--- src/rtl/msgser_pkg.sv ---
package msgser_pkg;

    localparam int CODE_W    = 5;
    localparam int BYTE_W    = 8;
    localparam int ID_BYTES  = 2;
    localparam int VID_BYTES = 2;
    localparam int PLD_BYTES = 4;
    localparam int MAX_BEATS = ID_BYTES + VID_BYTES + PLD_BYTES;
    localparam int BEAT_W    = $clog2(MAX_BEATS + 1);

    typedef logic [CODE_W-1:0]           code_t;
    typedef logic [BYTE_W-1:0]           byte_t;
    typedef logic [BEAT_W-1:0]           beat_t;
    typedef logic [PLD_BYTES*BYTE_W-1:0] word_t;
    typedef logic [VID_BYTES*BYTE_W-1:0] vid_t;

    // Message codes seen on the sideband
    typedef enum code_t {
        MC_ERR_CORR   = 5'd0,
        MC_ERR_NONFAT = 5'd1,
        MC_ERR_FATAL  = 5'd2,
        MC_IRQ_A_ON   = 5'd3,
        MC_IRQ_A_OFF  = 5'd4,
        MC_IRQ_B_ON   = 5'd5,
        MC_IRQ_B_OFF  = 5'd6,
        MC_IRQ_C_ON   = 5'd7,
        MC_IRQ_C_OFF  = 5'd8,
        MC_IRQ_D_ON   = 5'd9,
        MC_IRQ_D_OFF  = 5'd10,
        MC_PWR_EVT    = 5'd11,
        MC_PWR_OFFACK = 5'd12,
        MC_PWR_OFFREQ = 5'd13,
        MC_PWR_NAK    = 5'd14,
        MC_SLOT_PWR   = 5'd15,
        MC_LAT_REPORT = 5'd16,
        MC_UNLOCK     = 5'd18,
        MC_VND_T0     = 5'd19,
        MC_VND_T1     = 5'd20
    } msg_code_e;

    // Byte layout class of a message
    typedef enum logic [1:0] {
        FMT_DROP   = 2'd0,
        FMT_ID     = 2'd1,
        FMT_WORD   = 2'd2,
        FMT_VENDOR = 2'd3
    } fmt_e;

    typedef struct packed {
        code_t code;
        byte_t bus;
        byte_t devfn;
        word_t payload;
        vid_t  vid;
    } msg_rec_t;

    function automatic fmt_e fmt_of(code_t c);
        fmt_e f;
        if (c <= code_t'(MC_PWR_NAK) || c == code_t'(MC_UNLOCK))
            f = FMT_ID;
        else if (c == code_t'(MC_SLOT_PWR) || c == code_t'(MC_LAT_REPORT))
            f = FMT_WORD;
        else if (c == code_t'(MC_VND_T0) || c == code_t'(MC_VND_T1))
            f = FMT_VENDOR;
        else
            f = FMT_DROP;
        return f;
    endfunction

    function automatic beat_t beats_of(fmt_e f, logic has_data);
        beat_t n;
        unique case (f)
            FMT_ID:     n = beat_t'(ID_BYTES);
            FMT_WORD:   n = beat_t'(ID_BYTES + PLD_BYTES);
            FMT_VENDOR: n = has_data ? beat_t'(MAX_BEATS)
                                     : beat_t'(ID_BYTES + VID_BYTES);
            default:    n = '0;
        endcase
        return n;
    endfunction

endpackage

--- src/rtl/msgser_classify.sv ---
module msgser_classify
    import msgser_pkg::*;
(
    input  code_t code,
    input  logic  has_data,
    output fmt_e  fmt,
    output beat_t nbeats,
    output logic  legal
);
    always_comb begin
        fmt    = fmt_of(code);
        nbeats = beats_of(fmt, has_data);
        legal  = (fmt != FMT_DROP);
    end
endmodule

--- src/rtl/msgser_hold.sv ---
module msgser_hold
    import msgser_pkg::*;
(
    input  logic     clk,
    input  logic     rst,
    input  logic     load,
    input  msg_rec_t rec_d,
    input  fmt_e     fmt_d,
    output msg_rec_t rec_q,
    output fmt_e     fmt_q
);
    always_ff @(posedge clk) begin
        if (rst) begin
            rec_q <= '0;
            fmt_q <= FMT_DROP;
        end else if (load) begin
            rec_q <= rec_d;
            fmt_q <= fmt_d;
        end
    end
endmodule

--- src/rtl/msgser_seq.sv ---
module msgser_seq
    import msgser_pkg::*;
(
    input  logic  clk,
    input  logic  rst,
    input  logic  in_valid,
    input  logic  legal,
    input  beat_t nbeats,
    output logic  ready,
    output logic  load,
    output logic  sending,
    output beat_t beat
);
    typedef enum logic [1:0] {
        S_IDLE = 2'd0,
        S_SEND = 2'd1,
        S_GAP  = 2'd2
    } seq_e;

    seq_e  st;
    beat_t last_q;

    assign ready   = (st == S_IDLE);
    assign load    = ready && in_valid && legal;
    assign sending = (st == S_SEND);

    always_ff @(posedge clk) begin
        if (rst) begin
            st     <= S_IDLE;
            beat   <= '0;
            last_q <= '0;
        end else begin
            unique case (st)
                S_IDLE: begin
                    if (load) begin
                        st     <= S_SEND;
                        beat   <= '0;
                        last_q <= nbeats - beat_t'(1);
                    end
                end
                S_SEND: begin
                    if (beat == last_q) begin
                        st   <= S_GAP;
                        beat <= '0;
                    end else begin
                        beat <= beat + beat_t'(1);
                    end
                end
                S_GAP:   st <= S_IDLE;
                default: st <= S_IDLE;
            endcase
        end
    end
endmodule

--- src/rtl/msgser_beatsel.sv ---
module msgser_beatsel
    import msgser_pkg::*;
(
    input  fmt_e  fmt,
    input  beat_t beat,
    input  byte_t bus,
    input  byte_t devfn,
    input  word_t payload,
    input  vid_t  vid,
    output byte_t sel_byte
);
    byte_t id_b  [ID_BYTES];
    byte_t vid_b [VID_BYTES];
    byte_t pld_b [PLD_BYTES];

    assign id_b[0] = bus;
    assign id_b[1] = devfn;

    genvar g;
    generate
        for (g = 0; g < VID_BYTES; g++) begin : g_vid
            assign vid_b[g] = vid[g*BYTE_W +: BYTE_W];
        end
        for (g = 0; g < PLD_BYTES; g++) begin : g_pld
            assign pld_b[g] = payload[g*BYTE_W +: BYTE_W];
        end
    endgenerate

    always_comb begin
        int rel;
        int pidx;
        sel_byte = '0;
        rel      = int'(beat) - ID_BYTES;
        pidx     = (fmt == FMT_VENDOR) ? rel - VID_BYTES : rel;
        for (int i = 0; i < ID_BYTES; i++)
            if (int'(beat) == i) sel_byte = id_b[i];
        if (fmt == FMT_VENDOR)
            for (int i = 0; i < VID_BYTES; i++)
                if (rel == i) sel_byte = vid_b[i];
        if (fmt == FMT_VENDOR || fmt == FMT_WORD)
            for (int i = 0; i < PLD_BYTES; i++)
                if (pidx == i) sel_byte = pld_b[i];
    end
endmodule

--- src/rtl/msg_sideband_ser.sv ---
module msg_sideband_ser
    import msgser_pkg::*;
(
    input  logic        clk,
    input  logic        rst,
    input  logic        in_valid,
    output logic        in_ready,
    input  logic [4:0]  in_type,
    input  logic [7:0]  in_bus,
    input  logic [7:0]  in_devfn,
    input  logic [31:0] in_payload,
    input  logic [15:0] in_vendor,
    input  logic        in_has_data,
    output logic        out_valid,
    output logic [4:0]  out_type,
    output logic [7:0]  out_data
);
    msg_rec_t rec_in, rec_q;
    fmt_e     fmt_in, fmt_q;
    beat_t    nbeats_in, beat;
    logic     legal_in, load, sending;
    byte_t    cur_byte;

    assign rec_in = '{code: in_type, bus: in_bus, devfn: in_devfn,
                      payload: in_payload, vid: in_vendor};

    msgser_classify u_cls (
        .code     (in_type),
        .has_data (in_has_data),
        .fmt      (fmt_in),
        .nbeats   (nbeats_in),
        .legal    (legal_in)
    );

    msgser_seq u_seq (
        .clk      (clk),
        .rst      (rst),
        .in_valid (in_valid),
        .legal    (legal_in),
        .nbeats   (nbeats_in),
        .ready    (in_ready),
        .load     (load),
        .sending  (sending),
        .beat     (beat)
    );

    msgser_hold u_hold (
        .clk   (clk),
        .rst   (rst),
        .load  (load),
        .rec_d (rec_in),
        .fmt_d (fmt_in),
        .rec_q (rec_q),
        .fmt_q (fmt_q)
    );

    msgser_beatsel u_sel (
        .fmt      (fmt_q),
        .beat     (beat),
        .bus      (rec_q.bus),
        .devfn    (rec_q.devfn),
        .payload  (rec_q.payload),
        .vid      (rec_q.vid),
        .sel_byte (cur_byte)
    );

    assign out_valid = sending;
    assign out_type  = sending ? rec_q.code : '0;
    assign out_data  = sending ? cur_byte   : '0;
endmodule

--- config.mk ---
export PLATFORM = sky130hd
export DESIGN_NAME = msg_sideband_ser
export DESIGN_NICKNAME = d
export VERILOG_FILES = /design/src/rtl/msgser_pkg.sv /design/src/rtl/msgser_classify.sv /design/src/rtl/msgser_hold.sv /design/src/rtl/msgser_seq.sv /design/src/rtl/msgser_beatsel.sv /design/src/rtl/msg_sideband_ser.sv
export SDC_FILE = /design/constraint.sdc
export NUM_CORES = 1
export LEC_CHECK = 0
export ABC_AREA = 1
export BUFFER_PORTS_ARGS = -buffer_cell sky130_fd_sc_hd__buf_2
export CORE_MARGIN = 4
export CORE_UTILIZATION = 48
export CTS_BUF_LIST = sky130_fd_sc_hd__clkbuf_16
export DETAILED_ROUTE_END_ITERATION = 6
export PLACE_DENSITY = 0.76
export SKIP_LAST_GASP = 1
export SLEW_MARGIN = 20
export SYNTH_ARGS = -nofsm -noshare
export SYNTH_HDL_FRONTEND = slang
export SYNTH_SLANG_ARGS = --single-unit
--- constraint.sdc ---
create_clock -name clk -period 2.85 [get_ports clk]
set_input_delay 0 -clock clk [delete_from_list [all_inputs] [get_ports clk]]
set_output_delay 0 -clock clk [all_outputs]
set_load 0.02 [all_outputs]
Yosys cells after proc, flatten, opt, wreduce, memory -nomap -nowiden. Index checks and enable logic that the tools add are counted.

Muxes and demuxes: 24. $add $sub $neg: 4. Reductions and logical operators: 15. $lt $le $gt $ge: 1. Equality and inequality tests: 19.

Operators by type and width (count): $mux 8 (11); $eq 32x2->1 const B (2); $eq 32x3->1 const B (2); $logic_not 32->1 (2); $mux 32 (1); $sub 32x3->32 const B (1); $eq 5x5->1 const B (4); $mux 4 (3); $pmux 4 s3 (1); $mux 2 (5); $eq 2x2->1 const B (4); $pmux 4 s2 (1); $reduce_and 2->1 (3); $eq 5x4->1 const B (1); $le 5x4->1 const B (1); $mux 5 (1); $sub 4x2->5 const B (1); $add 4x1->4 const B (1); $eq 2x1->1 const B (2); $eq 4x2->1 const B (1); $eq 4x4->1 (1); $logic_not 4->1 (1); $logic_or 1x1->1 (4); $pmux 2 s2 (1); other kinds (6) (8).

Logic and storage cells: 72. Output and inout port bits: 15. Input bits: 73. Register bits: 81.

Depth between registers and ports, before layout. Gate-level depths: netlist (run 1).

Depth in word-level cells: 12. Depth in mapped cells: 22. Depth with buffers taken out: 22.

Hierarchy. From an unflattened synthesis (run 1), not the netlist that was laid out.

Cells, all modules: 800. Area, all modules: 4868.4 um^2.

By module, submodules not included: msgser_hold (cells an instance 450, seq. area each 1421.4 um^2, area each 2924.1 um^2, times used 1); msgser_beatsel (cells an instance 214, seq. area each 0.0 um^2, area each 1144.8 um^2, times used 1); msgser_seq (cells an instance 73, seq. area each 200.2 um^2, area each 523.0 um^2, times used 1); msgser_classify (cells an instance 36, seq. area each 0.0 um^2, area each 167.7 um^2, times used 1); msg_sideband_ser (cells an instance 27, seq. area each 0.0 um^2, area each 108.9 um^2, times used 1).

Least setup slack after synthesis (run 1). No wires, ideal clock.

Path kind: reg2out. From: register u_seq.beat[1]. To: output out_data[6]. Stages on the path, launching flop included: 21. Data arrival time: 2.853 ns. Buffers on the path: 1. Slack: -0.003 ns. Data required time: 2.850 ns. Cell sequence: dfxtp_1 > inv_2 > ha_1 > nand3_1 > inv_1 > nand2_1 > ha_1 > inv_1 > nand2_1 > nand2_1 > nand3_2 > nor2_1 > nand3_2 > buf_6 > nor2_2 > nor2_1 > nand2_1 > nand2_1 > nand2_1 > nand2_1 > a21oi_1.

Longest elaborated chain between the ends: 12. Elaborated cells on any way between the ends: 22. Classes of those cells: add/sub (2); eq/ne (5); mux (12); reduce/logical (3).

RTL lines: start: declaration (RTL line msgser_seq.sv:12) `output beat_t beat`; start signal: assignment (RTL line msgser_seq.sv:46) `beat <= beat + beat_t'(1);`; parallel branches: the longest is 10 deep, another holds $sub 32x3->32; $mux 8 * (RTL line msgser_beatsel.sv:40) `if (fmt == FMT_VENDOR || fmt == FMT_WORD)`; $mux 8 * (RTL line msg_sideband_ser.sv:69) `assign out_data = sending ? cur_byte : '0;`; end: declaration (RTL line msg_sideband_ser.sv:16) `output logic [7:0] out_data`.

Every way passes the cells marked *.

Final worst setup path (run 1).
From: register u_seq.beat[2]. To: output out_data[3].

The elaborated chain is that of the path after synthesis.

==> results.yml, run 1 <==
global_route:
  grt_util_all_layers_pct: 24.4
  grt_overflow: 0
  grt_max_degree: 58
  grt_pass1_vias: 4525
  antenna_found_initial: 0
  grt_pass1_wl_um: 20400
cells_and_area:
  area.growth.synth_to_final_pct: 41.0
  nets: 891
  fin_util_pct: 69.6
  antenna_cells: 0
  layoutNonFillerInstCount: 918
  fin_area_um2: 6070
  drive_gt1_share_pct: 22.2
  nFillCells: 688
  final_common_cell: "nor2_1"
  layout_common_cells: "138 x nor2_1, 121 x nand2_1, 89 x o21ai_0"
die:
  rows: 34
  ios: 88
  die_height_um: 103
  die_area_um2: 10500
  start_util_pct: 49.4
  coreArea_um2: 8720
  die_w_um: 103
sta:
  post-route-worst-setup-slack_ns: -0.164
  min_period_ns: 3.01
  finClkSkew_ns: 0.00512
  hold_ws_ns: 0.00958
  maxSlewViolCount: 0
  finalSetupViolCount: 8
  setup_tns_ns: -1.20
  fmax_mhz: 332
  rsz0062_at_grt: "true"
  min_period_over_period_pct: 106
  tightest_slew_ns: 0.818
  hold_violations: 0
  slew_headroom_pct: 45.4
synthesis:
  avgSynthCellArea_um2: 6.59
  synth_edf_count: 0
  ys_types: 33
  async_flop_share_pct: 0
  synthFlopType: "dfxtp_1"
  syn_nets: 739
  ys_seq_elements: 81
  ys_warn_count: 0
  synthesis.area_um2: 4310
  ys_seq_area_share_pct: 37.7
  synth_cells: 653
clock_tree:
  root_buffer: "clkbuf_16"
  cts.path.max_buffers: 2
  clkSlewWorstSetupHoldPaths_ns: 0.06
  h-tree-depth: 3
  clk_latency_ns: 0.34
  cts_tree: "built"
  clkSinkCount: 81
  cts_buffers: 9
status:
  status: "complete, but fails checks"
  violations: "negative setup slack"
setup_path:
  required_ns: 2.85
  cpPeakStageDelay_ns: 0.34
  slowest_stage: "dfxtp_2"
  path_cells: "inv_2 > ha_4 > nand3_4 > inv_2 > nand2_1 > ha_1 > inv_1 > nand2_1 > nand2_2 > nand2_2 > nor2_4 > nand2_4 > nor2_4 > nor2_1 > nand2_1 > nand2_1 > nand2_1 > nand2_1 > a21oi_2 > buf_6"
  cp_max_fo: 8
  crit_top_cell: "nand2_1"
  path_class: "reg2out"
  cp-end-kind: "output pin"
  crit_arrival_ns: 3.01
  cp-start-kind: "flop"
place:
  place_ws_ns: 0.0942
  place_hpwl_um: 8020
  globalplace.congestion: 1.05
  port-buffer-count: 87
  dp_cells: 824
  placed_area_um2: 4820
drt:
  drc: 0
  drt_iter0_drc: 368
  first_pass_iters: 5
  via_per_inst: 5.15
  ant_nets: 0
  totalWireLength_um: 13000
  vias: 4731
  wl_per_cell_um: 14.1
power:
  power_mw: 3.13
  power_per_cell_area_nw_per_um2: 516
  vdd_drop_max_v: 0.000303
  power.leakage_nw: 2.85
min_path:
  hold_path_class: "in2reg"
flow_run:
  drv_cap: 0
[area by class of cell]
cell class                 instances  area, um2  area share, %
timing repair buffer             171       1310           21.6
clock buffer                       9        225           3.71
inverter                          58        220           3.63
clock inverter                     7       85.1           1.40
multi-input combinational        484       2470           40.6
tap                              108        135           2.23
sequential                        81       1630           26.8
[worst paths after layout]
path	startpoint	endpoint	slack, ns	cells after the start
setup / recovery	u_seq.beat[2]	out_data[3]	-0.16	20
hold / removal	in_type[1]	u_hold.rec_q[65]	0.01	3
setup reg to reg	u_seq.st[1]	u_hold.rec_q[51]	1.11	5
hold reg to reg	u_hold.rec_q[51]	u_hold.rec_q[51]	0.46	2
[worst max-delay path, delay by kind of cell (launching register included)]
kind | cells | cell delay [ns]
buffers and inverters | 4 | 0.32
flip-flops | 1 | 0.34
adder cells (fa/ha/maj) | 2 | 0.54
AND/OR/NAND/NOR | 13 | 1.31
AO/OA/AOI/OAI | 1 | 0.15
[cells by family after synthesis]
group | after synthesis | share of synthesized area, %
xor gates and xnor gates | 6 | 1.22
buffers and inverters | 89 | 8.46
AOI/OAI and AO/OA | 154 | 18.3
adders and majority gates | 13 | 3.78
and+or+nand+nor | 310 | 30.5
DFF | 81 | 37.7
[state kept, by name, indices dropped and copies added (netlist names)]
register	cells
u_hold.fmt_q	2
u_hold.rec_q	69
u_seq.beat	4
u_seq.last_q	4
u_seq.st	2
[synthesized netlist by cell type (all sizes together), types with 2 or more instances]
master	instances	area, um2
a21oi	61	309
buf	7	56.3
clkbuf	24	90.1
clkinv	2	7.51
dfxtp	81	1620
ha	13	163
inv	56	210
nand2	133	514
nand3	15	90.1
nor2	154	641
nor3	2	10.0
nor4	2	27.5
o21ai	89	445
xnor2	4	35.0
xor2	2	17.5
[layer usage]
layer  global-route usage, %  up-vias  part of all wire [%]
met5                       0        -                     0
met4                    11.3        0                   3.8
met3                    3.99       51                   5.8
met2                    39.9      193                    46
met1                    31.6     2101                    44
li1                        -     2386                     -
[report_power, final]
part / internal [mW] / total [mW] / switching (mW)
combinational: 0.256 / 0.621 / 0.365
sequential: 1.25 / 1.31 / 0.0617
clock: 0.757 / 1.20 / 0.443
total: 2.26 / 3.13 / 0.869
[what timing repair did]
action	4_1_cts	5_1_grt
cloned	2	0
pin swaps	11	20
hold endpoints to repair	71	0
setup endpoints to repair	8	8
setup buffers	5	4
resized for setup	27	26
hold buffers	67	0
No activity file was read; power rests on OpenSTA's default activity.
==> run 2: changes to the inputs <==
Settings changed: CORE_UTILIZATION 48 to 40, GPL_ROUTABILITY_DRIVEN set to 0, PLACE_DENSITY 0.76 to 0.66.
==> results.yml, run 2 (synthesis gave the netlist of run 1 again) <==
status:
  status: "complete, but fails checks"
  violations: "negative setup slack"
drt:
  totalWireLength_um: 13000
  drt_iter0_drc: 314
  vias: 4721
  first_pass_iters: 5
  via_per_inst: 4.97
  drc: 0
  ant_nets: 0
  wl_per_cell_um: 13.7
cells_and_area:
  largest_register_ffs: 69
  layout_common_cells: "138 x nor2_1, 120 x nand2_1, 89 x o21ai_0"
  antenna_cells: 0
  final_common_cell: "nor2_1"
  layoutNonFillerInstCount: 950
  nets: 896
  reg_top3: "u_hold.rec_q x69, u_seq.beat x4, u_seq.last_q x4"
  drive_gt1_share_pct: 23.3
  top_register: "u_hold.rec_q"
  area.growth.synth_to_final_pct: 41.9
power:
  power_per_cell_area_nw_per_um2: 479
  power.internal_mw: 2.07
  p_sw_uw: 856
  clkPwrFrac_pct: 34.3
  power.switching_fraction_pct: 29.2
  vdd_drop_max_v: 0.000250
  power_frac_seq_pct: 44.7
  combPwrFrac_pct: 21.0
  power.leakage_nw: 2.86
sta:
  fmax_mhz: 339
  rsz0062_at_grt: "true"
  hold_violations: 0
  min_period_over_period_pct: 104
  post-route-worst-setup-slack_ns: -0.101
  tightest_slew_ns: 0.755
  slew_headroom_pct: 49.5
  hold_ws_ns: 0.0145
  min_period_ns: 2.95
  finClkSkew_ns: 0.00361
  finalSetupViolCount: 8
  maxSlewViolCount: 0
setup_path:
  critPathBufInv: 6
  cpPeakStageDelay_ns: 0.33
  required_ns: 2.85
  slowest_stage: "dfxtp_2"
  cp_max_fo: 5
  cp-end-kind: "output pin"
  path_class: "reg2out"
  path_cells: "inv_2 > ha_4 > nand3_2 > inv_2 > nand2_2 > ha_4 > inv_2 > nand2_2 > nand2_4 > nand2_4 > nor2_4 > nand2_4 > buf_6 > nor4_4 > buf_4 > a21oi_2 > a21oi_2 > buf_4"
  crit_family: "simple AND/OR/NAND/NOR gates"
  cp-start-kind: "flop"
  crit_arrival_ns: 2.95
clock_tree:
  cts_tree: "built"
  clk_latency_ns: 0.33
  cts.path.max_buffers: 2
  h-tree-depth: 3
  cts_buffers: 9
  clkSinkCount: 81
  clkSlewWorstSetupHoldPaths_ns: 0.05
  root_buffer: "clkbuf_16"
global_route:
  grt_pass1_wl_um: 21000
  antenna_found_initial: 0
  grt_pass1_vias: 4507
  grt_overflow: 0
  grt_util_all_layers_pct: 20.1
  grt_max_degree: 58
die:
  die_height_um: 112
  coreArea_um2: 10400
  die_area_um2: 12500
  rows: 37
  start_util_pct: 41.3
  die_w_um: 112
  ios: 88
min_path:
  hold_path_class: "in2reg"
place:
  dp_cells: 853
  port-buffer-count: 87
  place_hpwl_um: 8470
flow_run:
  drv_cap: 0
## run 2: layout make-up
cell class	instances	area, um2
clock buffer	9	225
timing repair buffer	176	1320
multi-input combinational	484	2520
clock inverter	6	28.8
inverter	58	223
tap	136	170
fill	938	4310
sequential	81	1630
## run 2: tightest hold or removal path: stages
cell and delay, ns:
buf_2 0.09, o21ai_0 0.10, a21oi_1 0.11
## run 2: metrics by stage
stage	setup TNS [ns]	setup WS [ns]	utilization (%)	instance area, um2	power (mW)
floorplan	0	0.0165	-	4310	1.67
global placement	0	0.158	46.5	4850	1.83
detailed placement	0	0.0506	46.5	4850	1.84
CTS	0	0.00678	56.5	5880	2.92
global route	-1.61	-0.236	58.7	6110	3.09
finish	-0.617	-0.101	58.7	6110	2.93
## run 2: final timing paths
check	slack (ns)	cells after the start	to	from
worst min register to register	0.45	2	u_hold.rec_q[54]	u_hold.rec_q[54]
worst max-delay path	-0.10	18	out_data[1]	u_seq.beat[1]
worst min-delay path	0.01	3	u_hold.rec_q[23]	in_payload[7]
worst max register to register	1.11	6	u_seq.beat[2]	u_seq.st[0]
## run 2: per-layer routing
| metal | track usage (%) | part of all wire [%] | wire, um | vias up |
|---|---|---|---|---|
| met5 | 0 | 0 | 0 | - |
| met4 | 8.35 | 2.5 | 325 | 0 |
| met3 | 2.61 | 4.9 | 636 | 23 |
| met2 | 32.7 | 47 | 6050 | 145 |
| met1 | 26.8 | 46 | 6000 | 2156 |
| li1 | - | - | - | 2397 |
## run 2: what timing repair did
item	in CTS	in global routing
hold buffers	66	0
setup buffers	4	10
setup endpoints to repair	8	8
hold endpoints to repair	70	0
gates resized for setup	20	42
gates cloned	2	0
pin swaps	7	21
## run 2: power groups by stage
stage                     Clock [mW]  Sequential, mW  Combinational (mW)
final                           1.00            1.31               0.614
after global placement             0            1.33               0.502
after CTS                       1.02            1.31               0.592
after detailed placement           0            1.33               0.514
after floorplan                    0            1.31               0.358
after global routing            1.08            1.32               0.693
==> run 3: changes to the inputs <==
Settings changed: HOLD_SLACK_MARGIN set to 0.15.
==> results.yml, run 3 (synthesis gave the netlist of run 1 again) <==
sta:
  post-route-worst-setup-slack_ns: -0.107
  min_period_ns: 2.96
  finClkSkew_ns: 0.00393
  slew_headroom_pct: 50.3
  tightest_slew_ns: 0.743
  hold_ws_ns: 0.265
  fmax_mhz: 338
  hold_violations: 0
  maxSlewViolCount: 0
  rsz0062_at_grt: "true"
  finalSetupViolCount: 8
  min_period_over_period_pct: 104
  setup_tns_ns: -0.648
die:
  start_util_pct: 41.3
  coreArea_um2: 10400
  die_w_um: 112
  die_area_um2: 12500
  die_height_um: 112
  rows: 37
  ios: 88
global_route:
  use_met1_pct: 26.8
  antenna_found_initial: 0
  busiest_layer: "met2"
  grt_pass1_wl_um: 21100
  grt_util_all_layers_pct: 20.1
  grtUsageMet2_pct: 32.7
  grt_pass1_vias: 4528
  global_route.usage.met3_pct: 2.61
  grt_overflow: 0
  grt_max_degree: 58
clock_tree:
  h-tree-depth: 3
  cts.path.max_buffers: 2
  clk_latency_ns: 0.33
  cts_buffers: 9
  cts_tree: "built"
  clkSlewWorstSetupHoldPaths_ns: 0.06
  clkSinkCount: 81
  root_buffer: "clkbuf_16"
drt:
  vias: 4718
  drt_iter0_drc: 284
  wl_per_cell_um: 13.7
  ant_nets: 0
  first_pass_iters: 5
  via_per_inst: 4.94
  totalWireLength_um: 13100
  drc: 0
setup_path:
  cp-end-kind: "output pin"
  crit_arrival_ns: 2.96
  cp_max_fo: 5
  cp-start-kind: "flop"
  required_ns: 2.85
  path_class: "reg2out"
place:
  placed_area_um2: 4850
  port-buffer-count: 87
  place_hpwl_um: 8470
cells_and_area:
  reg_top3: "u_hold.rec_q x69, u_seq.beat x4, u_seq.last_q x4"
  antenna_cells: 0
  top_register: "u_hold.rec_q"
  nets: 901
  area.growth.synth_to_final_pct: 43.1
  layout_common_cells: "138 x nor2_1, 120 x nand2_1, 89 x o21ai_0"
  largest_register_ffs: 69
  fin_area_um2: 6160
  final_common_cell: "nor2_1"
  drive_gt1_share_pct: 23.2
  fin_util_pct: 59.1
min_path:
  hold_path_class: "in2reg"
power:
  vdd_drop_max_v: 0.000251
  power_per_cell_area_nw_per_um2: 476
  power_mw: 2.93
  power.leakage_nw: 2.88
status:
  status: "complete, but fails checks"
  violations: "negative setup slack"
flow_run:
  drv_cap: 0
run 3: changes by cell type in the layout (fill, tap and decap cells not counted):
| cell | before | now |
|---|---|---|
| dlygate4sd3_1 | 66 | 71 |
run 3: worst max-delay path: stages (launching register included):
cell and delay, ns:
dfxtp_2 0.33, inv_2 0.05, ha_4 0.28, nand3_2 0.10, inv_2 0.08, nand2_2 0.07, ha_4 0.24, inv_2 0.05
nand2_2 0.06, nand2_4 0.09, nand2_4 0.06, nor2_4 0.18, nand2_4 0.11, buf_6 0.14, nor4_4 0.16, buf_4 0.20
a21oi_2 0.07, a21oi_2 0.18, buf_4 0.17
run 3: report_power, final:
group,total (mW),leakage [nW],internal [mW],switching [mW]
Sequential,1.31,0.669,1.25,0.0623
Clock,1.00,0.131,0.572,0.432
Combinational,0.619,2.08,0.258,0.361
Total,2.93,2.88,2.08,0.856
run 3: final cells by class:
class,count,area (um2)
clock buffers,9,225
clock inverters,6,28.8
fillers,928,4260
inverters,58,223
multi-input cells,484,2520
flip-flops and latches,81,1630
well taps,136,170
repair buffers,181,1370
run 3: final timing paths:
check                           slack [ns]          endpoint             start  depth (start not counted)
worst max-delay path                 -0.11       out_data[1]     u_seq.beat[1]                         18
worst max register to register        1.11     u_seq.beat[2]       u_seq.st[0]                          6
worst min-delay path                  0.26   u_seq.last_q[3]          in_valid                          5
worst min register to register        0.45  u_hold.rec_q[64]  u_hold.rec_q[64]                          2
run 3: through the flow:
step | cells | worst slack [ns]
floorplan | 653 | 0.0165
global placement | 853 | 0.158
detailed placement | 853 | 0.0506
CTS | 945 | 0.00678
global route | 955 | -0.236
finish | 955 | -0.107
run 3: layer usage:
layer	wire length, um	vias to the layer above
met5	0	-
met4	345	0
met3	662	25
met2	6030	153
met1	6020	2133
li1	-	2407
run 3: what timing repair did:
action / CTS / global route
gates resized for setup: 20 / 42
hold buffers: 71 / 0
pin swaps: 7 / 21
setup buffers: 4 / 10
gates cloned: 2 / 0
setup endpoints to repair: 8 / 8
endpoints found under the hold margin: 76 / 0
